File: src/rtl/twi_pkg.sv
package twi_pkg;

    typedef enum logic [2:0] {
        K_NOP,
        K_RXA,
        K_TX,
        K_STOP,
        K_RXL,
        K_START,
        K_BAD
    } kind_t;

    typedef enum logic [2:0] {
        S_IDLE,
        S_START,
        S_STOP,
        S_DATA,
        S_ACK
    } state_t;

    localparam logic [3:0] C_NOP   = 4'b0000;
    localparam logic [3:0] C_RXA   = 4'b0001;
    localparam logic [3:0] C_TX    = 4'b0011;
    localparam logic [3:0] C_STOP  = 4'b0101;
    localparam logic [3:0] C_RXL   = 4'b0110;
    localparam logic [3:0] C_START = 4'b1001;

endpackage

File: src/rtl/twi_cmd_decode.sv
module twi_cmd_decode
    import twi_pkg::*;
(
    input  logic [3:0] code,
    output kind_t      kind
);

    always_comb begin
        unique case (code)
            C_NOP:   kind = K_NOP;
            C_RXA:   kind = K_RXA;
            C_TX:    kind = K_TX;
            C_STOP:  kind = K_STOP;
            C_RXL:   kind = K_RXL;
            C_START: kind = K_START;
            default: kind = K_BAD;
        endcase
    end

endmodule

File: src/rtl/twi_qtick.sv
module twi_qtick #(
    parameter int QDIV = 400
) (
    input  logic clk,
    input  logic rst_n,
    input  logic run,
    output logic tick
);

    localparam int CW = (QDIV > 2) ? $clog2(QDIV) : 1;
    localparam logic [CW-1:0] LAST = CW'(QDIV - 1);

    logic [CW-1:0] cnt;

    always_ff @(posedge clk or negedge rst_n) begin
        if (!rst_n) begin
            cnt <= '0;
        end else if (!run || cnt == LAST) begin
            cnt <= '0;
        end else begin
            cnt <= cnt + 1'b1;
        end
    end

    assign tick = run && (cnt == LAST);

endmodule

File: src/rtl/twi_engine.sv
module twi_engine
    import twi_pkg::*;
#(
    parameter int DW = 8
) (
    input  logic          clk,
    input  logic          rst_n,
    input  logic          wr_data,
    input  logic [DW-1:0] data_in,
    input  logic          wr_cmd,
    input  kind_t         kind,
    input  logic          tick,
    input  logic          sda_in,
    output logic          busy,
    output logic          err,
    output logic          rxa_n,
    output logic          txa_n,
    output logic          irq,
    output logic [DW-1:0] sh,
    output logic          scl_oe,
    output logic          sda_oe
);

    localparam int BW = (DW > 2) ? $clog2(DW) : 1;
    localparam logic [BW-1:0] LASTBIT = BW'(DW - 1);

    state_t        st, st_n;
    kind_t         kq;
    logic [1:0]    ph;
    logic [BW-1:0] bitn;
    logic          endq;

    assign busy = (st != S_IDLE);
    assign endq = tick && (ph == 2'd3);

    // next-state logic
    always_comb begin
        st_n = st;
        unique case (st)
            S_IDLE: begin
                if (wr_cmd) begin
                    unique case (kind)
                        K_START:           st_n = S_START;
                        K_STOP:            st_n = S_STOP;
                        K_TX, K_RXA, K_RXL: st_n = S_DATA;
                        default:           st_n = S_IDLE;
                    endcase
                end
            end
            S_START, S_STOP: if (endq) st_n = S_IDLE;
            S_DATA:          if (endq && bitn == LASTBIT) st_n = S_ACK;
            S_ACK:           if (endq) st_n = S_IDLE;
            default:         st_n = S_IDLE;
        endcase
    end

    // state register
    always_ff @(posedge clk or negedge rst_n) begin
        if (!rst_n) st <= S_IDLE;
        else        st <= st_n;
    end

    // outputs and datapath
    always_ff @(posedge clk or negedge rst_n) begin
        if (!rst_n) begin
            kq     <= K_NOP;
            ph     <= 2'd0;
            bitn   <= '0;
            sh     <= '0;
            scl_oe <= 1'b0;
            sda_oe <= 1'b0;
            err    <= 1'b0;
            rxa_n  <= 1'b1;
            txa_n  <= 1'b1;
            irq    <= 1'b0;
        end else begin
            irq <= 1'b0;
            if (st == S_IDLE) begin
                if (wr_data) sh <= data_in;
                if (wr_cmd) begin
                    unique case (kind)
                        K_NOP: err <= 1'b0;
                        K_BAD: err <= 1'b1;
                        default: begin
                            err    <= 1'b0;
                            kq     <= kind;
                            ph     <= 2'd0;
                            bitn   <= '0;
                            scl_oe <= 1'b1;
                        end
                    endcase
                end
            end else if (tick) begin
                ph <= ph + 2'd1;
                unique case (st)
                    S_START: begin
                        unique case (ph)
                            2'd0: sda_oe <= 1'b0;
                            2'd1: scl_oe <= 1'b0;
                            2'd2: sda_oe <= 1'b1;
                            2'd3: irq    <= 1'b1;
                        endcase
                    end
                    S_STOP: begin
                        unique case (ph)
                            2'd0: sda_oe <= 1'b1;
                            2'd1: scl_oe <= 1'b0;
                            2'd2: sda_oe <= 1'b0;
                            2'd3: irq    <= 1'b1;
                        endcase
                    end
                    S_DATA: begin
                        unique case (ph)
                            2'd0: sda_oe <= (kq == K_TX) ? ~sh[DW-1] : 1'b0;
                            2'd1: scl_oe <= 1'b0;
                            2'd2: ;
                            2'd3: begin
                                sh     <= {sh[DW-2:0], sda_in};
                                scl_oe <= 1'b1;
                                bitn   <= bitn + 1'b1;
                            end
                        endcase
                    end
                    S_ACK: begin
                        unique case (ph)
                            2'd0: sda_oe <= (kq == K_RXA);
                            2'd1: scl_oe <= 1'b0;
                            2'd2: ;
                            2'd3: begin
                                if (kq == K_TX) rxa_n <= sda_in;
                                else            txa_n <= (kq != K_RXA);
                                irq <= 1'b1;
                            end
                        endcase
                    end
                    default: ;
                endcase
            end
        end
    end

    // SDA moves under a high SCL only inside START or STOP
    a_r9_sda_edge_only_cond: assert property (@(posedge clk) disable iff (!rst_n)
        (!scl_oe && $past(!scl_oe) && (sda_oe != $past(sda_oe)))
            |-> (st == S_START || st == S_STOP));

    // SCL released whenever idle
    a_r8_idle_scl_high: assert property (@(posedge clk) disable iff (!rst_n)
        !busy |-> !scl_oe);

    // undefined code raises error and stays idle
    a_r10_bad_sets_err: assert property (@(posedge clk) disable iff (!rst_n)
        (st == S_IDLE && wr_cmd && kind == K_BAD) |=> (err && st == S_IDLE));

    // command writes while busy leave the error flag alone
    a_r12_busy_ignores_cmd: assert property (@(posedge clk) disable iff (!rst_n)
        (busy && wr_cmd) |=> $stable(err));

endmodule

File: src/rtl/twi_cmd_master.sv
module twi_cmd_master
    import twi_pkg::*;
#(
    parameter int CLK_HZ = 125_000_000,
    parameter int SCK_HZ = 78_000,
    parameter int DW     = 8
) (
    input  logic          clk,
    input  logic          rst_n,
    input  logic          wr_data,
    input  logic [DW-1:0] data_in,
    input  logic          wr_cmd,
    input  logic [3:0]    cmd_in,
    output logic [DW-1:0] data_q,
    output logic [7:0]    status_q,
    output logic          irq,
    output logic          scl_oe,
    output logic          sda_oe,
    input  logic          sda_in
);

    localparam int QDIV = CLK_HZ / (4 * SCK_HZ);

    kind_t kind;
    logic  tick;
    logic  busy, err, rxa_n, txa_n;

    twi_cmd_decode u_dec (
        .code (cmd_in),
        .kind (kind)
    );

    twi_qtick #(.QDIV(QDIV)) u_tick (
        .clk   (clk),
        .rst_n (rst_n),
        .run   (busy),
        .tick  (tick)
    );

    twi_engine #(.DW(DW)) u_eng (
        .clk     (clk),
        .rst_n   (rst_n),
        .wr_data (wr_data),
        .data_in (data_in),
        .wr_cmd  (wr_cmd),
        .kind    (kind),
        .tick    (tick),
        .sda_in  (sda_in),
        .busy    (busy),
        .err     (err),
        .rxa_n   (rxa_n),
        .txa_n   (txa_n),
        .irq     (irq),
        .sh      (data_q),
        .scl_oe  (scl_oe),
        .sda_oe  (sda_oe)
    );

    assign status_q = {err, busy, rxa_n, txa_n, 4'b0000};

    // interrupt only in the cycle where busy has just fallen
    a_r7_irq_at_busy_fall: assert property (@(posedge clk) disable iff (!rst_n)
        irq |-> (!busy && $past(busy)));

    // interrupt is a single-cycle pulse
    a_r7_irq_one_cycle: assert property (@(posedge clk) disable iff (!rst_n)
        irq |=> !irq);

endmodule

File: config.mk
export PLATFORM = sky130hd
export DESIGN_NAME = twi_cmd_master
export DESIGN_NICKNAME = d
export VERILOG_FILES = /design/src/rtl/twi_pkg.sv /design/src/rtl/twi_cmd_decode.sv /design/src/rtl/twi_qtick.sv /design/src/rtl/twi_engine.sv /design/src/rtl/twi_cmd_master.sv
export SDC_FILE = /design/constraint.sdc
export NUM_CORES = 1
export LEC_CHECK = 0
export ABC_AREA = 1
export BUFFER_PORTS_ARGS = -buffer_cell sky130_fd_sc_hd__buf_2
export CAP_MARGIN = 30
export CORE_MARGIN = 3
export CORE_UTILIZATION = 55
export DETAILED_ROUTE_END_ITERATION = 16
export GPL_TIMING_DRIVEN = 0
export PLACE_DENSITY = 0.79
export SLEW_MARGIN = 30
export SYNTH_ARGS = -nofsm -noshare
export SYNTH_HDL_FRONTEND = slang
export SYNTH_SLANG_ARGS = --single-unit
File: constraint.sdc
create_clock -name clk -period 3 [get_ports clk]
set_input_delay 0.75 -clock clk [delete_from_list [all_inputs] [get_ports clk]]
set_output_delay 0.75 -clock clk [all_outputs]
set_load 0.1 [all_outputs]
==> run summary <==
### Critical path
* **worst setup path class** flip-flop to output port
* **Slowest Stage Delay on Critical Path** 480 ps
* **Crit Reg-Reg Endpoint** u_eng.sh[7]$_DFFE_PN0P_
* **critical path's slowest cell** sky130_fd_sc_hd__dfrtp_1
* **worst reg2reg path depth** 9
* **CP Data Required Time** 2250 ps
* **R2R setup slack** 1360 ps
* **highest net fanout along the worst path** 10
* **Critical Path Source Type** flip-flop
* **Buf+Inv Stages, Crit Path** 4
* **start of the worst register-to-register path** u_tick.cnt[0]$_DFF_PN0_
* **kind of cell adding the most delay to the critical path** buffers and inverters
* **Crit. End Element** output port
* **ordered cell list for the critical path** inv_2 -> nand2_4 -> buf_6 -> buf_4 -> buf_2
* **WP data arrival** 1800 ps

### Route
* **detailed router's first-iteration violation count** 98
* **count of nets left with antenna violations after detail routing** 0
* **routed length on met2** 1.780 mm
* **wire length on met3** 142 um
* **routed metal-1 wire length** 1.836 mm
* **overall routed net length** 3.782 mm
* **remaining routing DRC violations** 0
* **Avg WL per Cell** 11.43 um
* **drt pass-1 iters** 4
* **total number of vias** 1621
* **highest routing layer actually used** met4
* **mean number of vias per cell** 4.897

### GRT
* **antenna violations before repair** 0
* **via count of the first global-routing pass** 1521
* **total routing resource utilization after global routing** 19.11%
* **pin count of the biggest net entering global routing** 35
* **total congestion overflow after global routing** 0
* **global-route wire length before repair** 6.479 mm

### Final layout
* **area added between synthesis and finish** 15.21%
* **number of antenna repair diodes** 0
* **share of cells above drive strength 1** 27.72%
* **Filler Cells Inserted** 297
* **net total in the final layout** 309

### STA
* **final setup vio count** 0
* **timing-limited maximum frequency** 392.5 MHz
* **Worst slew margin** 50.36%
* **max-slew violation total from the final report** 0
* **fraction of the cycle the final worst path needs** 84.93%
* **setup clock skew after layout** 8.082 ps
* **RSZ-0062 raised after global routing** no
* **Least-Margin Pin Slew** 744.6 ps
* **Hold Slack** 478.3 ps
* **TNS Setup** 0 ps
* **Min Clock Period, post-route** 2548 ps
* **count of final hold-check violations** 0

### Hold path
* **number of cells on the worst hold path** 1
* **sink of the worst hold path** u_tick.cnt[0]$_DFF_PN0_
* **Worst Hold Class** flip-flop to flip-flop
* **worst hold path startpoint** u_tick.cnt[0]$_DFF_PN0_

### Floorplanning
* **boundary pin count** 36
* **Floorplan Core Area** 3442 um2
* **die area** 4477 um2
* **number of placement rows** 21
* **die boundary width** 66.91 um
* **Chip Height** 66.91 um
* **effective utilization at floorplan** 59.29%

### Synthesis
* **post-synthesis cell area** 2041 um2
* **EDFF count, synth** 0
* **fraction of the yosys area taken by sequential cells** 41.81%
* **primary flip-flop cell chosen by synthesis mapping** sky130_fd_sc_hd__dfrtp_1
* **number of distinct standard cells referenced by the synthesized netlist** 32
* **synthesized area per cell** 8.364 um2
* **gate count of the mapped netlist** 244
* **proportion of netlist area held by the largest area contributor** 39.24%
* **cell type with the largest total area after synthesis** sky130_fd_sc_hd__dfrtp_1
* **Post-synth ARST share** 100.0%
* **top cells by area in the synthesized netlist** sky130_fd_sc_hd__dfrtp_1 (39%), sky130_fd_sc_hd__nand2_1 (11%), sky130_fd_sc_hd__inv_1 (4.8%)
* **synth warn** 0
* **synthesized flop and latch total** 34

### Clocking
* **maximum clock path buffer count** 2
* **CTS clock-pin slew for the worst setup and hold paths** 60 ps
* **CTS sink cnt** 34
* **clock root buffer** sky130_fd_sc_hd__clkbuf_8
* **depth of the CTS H-tree** 2
* **clock latency reported for the late side of the worst-skew pair** 280 ps
* **clock tree from TritonCTS** done
* **Gates resized, CTS repair** 0
* **setup fix buffers added after clock tree synthesis** 0
* **hold bufs inserted after CTS** 0
* **total CTS buffers** 5

### Outcome
* **outcome** finished clean

### Run
* **max-cap viol count** 0

### Placement
* **Port-buffer cells** 31
* **routability-driven placement congestion ratio** 0.8252
* **placed wire-length estimate after detailed placement** 2.858 mm

### Power and ir drop
* **Leakage** 0.001224 uW
* **Worst IR Drop VDD** 0.7701 mV
* **power per unit of standard cell area** 1015 nW/um2

-- area by class of cell --
cell class / instances / area (um2) / share of cell area (%)
Buffer: 10 / 86.33 / 3.672
Clock buffer: 7 / 86.33 / 3.672
Inverter: 29 / 111.4 / 4.737
Multi-Input combinational cell: 174 / 1001 / 42.58
Sequential cell: 34 / 853.3 / 36.30
Tap cell: 46 / 57.56 / 2.448
Timing Repair Buffer: 31 / 155.1 / 6.599
-- cell usage in the layout, fill, tap and decap left out, drive strengths merged, types with 5 or more instances in the layout --
cell	instances
mux2i	7
nand3	14
clkbuf	7
a21oi	5
dfrtp	32
nand4	5
nor2	26
inv	29
buf	41
ha	7
nor3	5
o21ai	20
nand2	72
-- synthesized netlist by cell type, types with 5 or more instances --
cell                      instances
sky130_fd_sc_hd__nand4_1          5
sky130_fd_sc_hd__dfrtp_1         32
sky130_fd_sc_hd__nand2_1         62
sky130_fd_sc_hd__o21ai_0          9
sky130_fd_sc_hd__inv_1           26
sky130_fd_sc_hd__nor3_1           5
sky130_fd_sc_hd__buf_4            8
sky130_fd_sc_hd__a21oi_1          5
sky130_fd_sc_hd__nand2_4          5
sky130_fd_sc_hd__o21ai_2          8
sky130_fd_sc_hd__ha_1             7
sky130_fd_sc_hd__nand3_1         13
sky130_fd_sc_hd__mux2i_1          7
sky130_fd_sc_hd__nor2_1          21
sky130_fd_sc_hd__nand2_2          5
-- worst reg2reg max path, cell delays in order (launching register included) --
cell,delay (ps)
sky130_fd_sc_hd__dfrtp_1,380
sky130_fd_sc_hd__ha_1,180
sky130_fd_sc_hd__nand2_1,80
sky130_fd_sc_hd__nor2_2,210
sky130_fd_sc_hd__nand2_1,130
sky130_fd_sc_hd__nand2_4,150
sky130_fd_sc_hd__o211ai_4,140
sky130_fd_sc_hd__buf_8,180
sky130_fd_sc_hd__nand2_2,60
sky130_fd_sc_hd__o21ai_2,50
-- worst max-delay path by stage --
stage / startpoint / endpoint / slack (ps) / cells after the start
CTS: u_eng.st[2]$_DFFE_PN0P_ / status_q[6] / 440 / 5
detailed placement: u_eng.st[2]$_DFFE_PN0P_ / status_q[6] / 750 / 5
floorplan: u_eng.st[2]$_DFFE_PN0P_ / status_q[6] / 1090 / 4
global route: u_eng.st[2]$_DFFE_PN0P_ / status_q[6] / 380 / 5
global placement: u_eng.st[2]$_DFFE_PN0P_ / status_q[6] / 760 / 5
finish: u_eng.st[2]$_DFFE_PN0P_ / status_q[6] / 450 / 5
-- sequential cells by signal (all words and copies together) (netlist names), 2 cells and up --
name        flops
u_eng.ph        2
u_tick.cnt      9
u_eng.kq        3
u_eng.st        3
u_eng.bitn      3
u_eng.sh        8
-- kinds of logic after synthesis --
logic type	Yosys count	synth area share (%)
simple gates	128	30.72
flops	34	41.81
compound gates	28	9.872
buf+inv	39	9.687
mux	7	3.434
other cells	1	0.1838
fa+ha+maj	7	4.292
-- metrics by stage --
step,util [%],setup slack (ps),instance area [um2],std cells,power (uW)
after global routing,68.30,376.1,2351,331,2520
after global placement,65.79,756.5,2265,324,2050
final,68.30,452.0,2351,331,2387
after detailed placement,65.79,750.2,2265,324,2066
after CTS,68.30,444.0,2351,331,2401
after floorplan,-,1087,2052,247,1850
-- report_power, final --
| group | switching [uW] | internal [uW] |
|---|---|---|
| clock | 150 | 182 |
| combinational | 1030 | 352 |
| sequential | 96.0 | 577 |
-- per-layer routing --
metal	vias up	track usage (%)
met1	731	25.27
met4	0	5.063
met2	26	30.82
met5	-	0
li1	860	-
met3	4	5.059
Note: power is estimated with default switching activity, not from simulation.
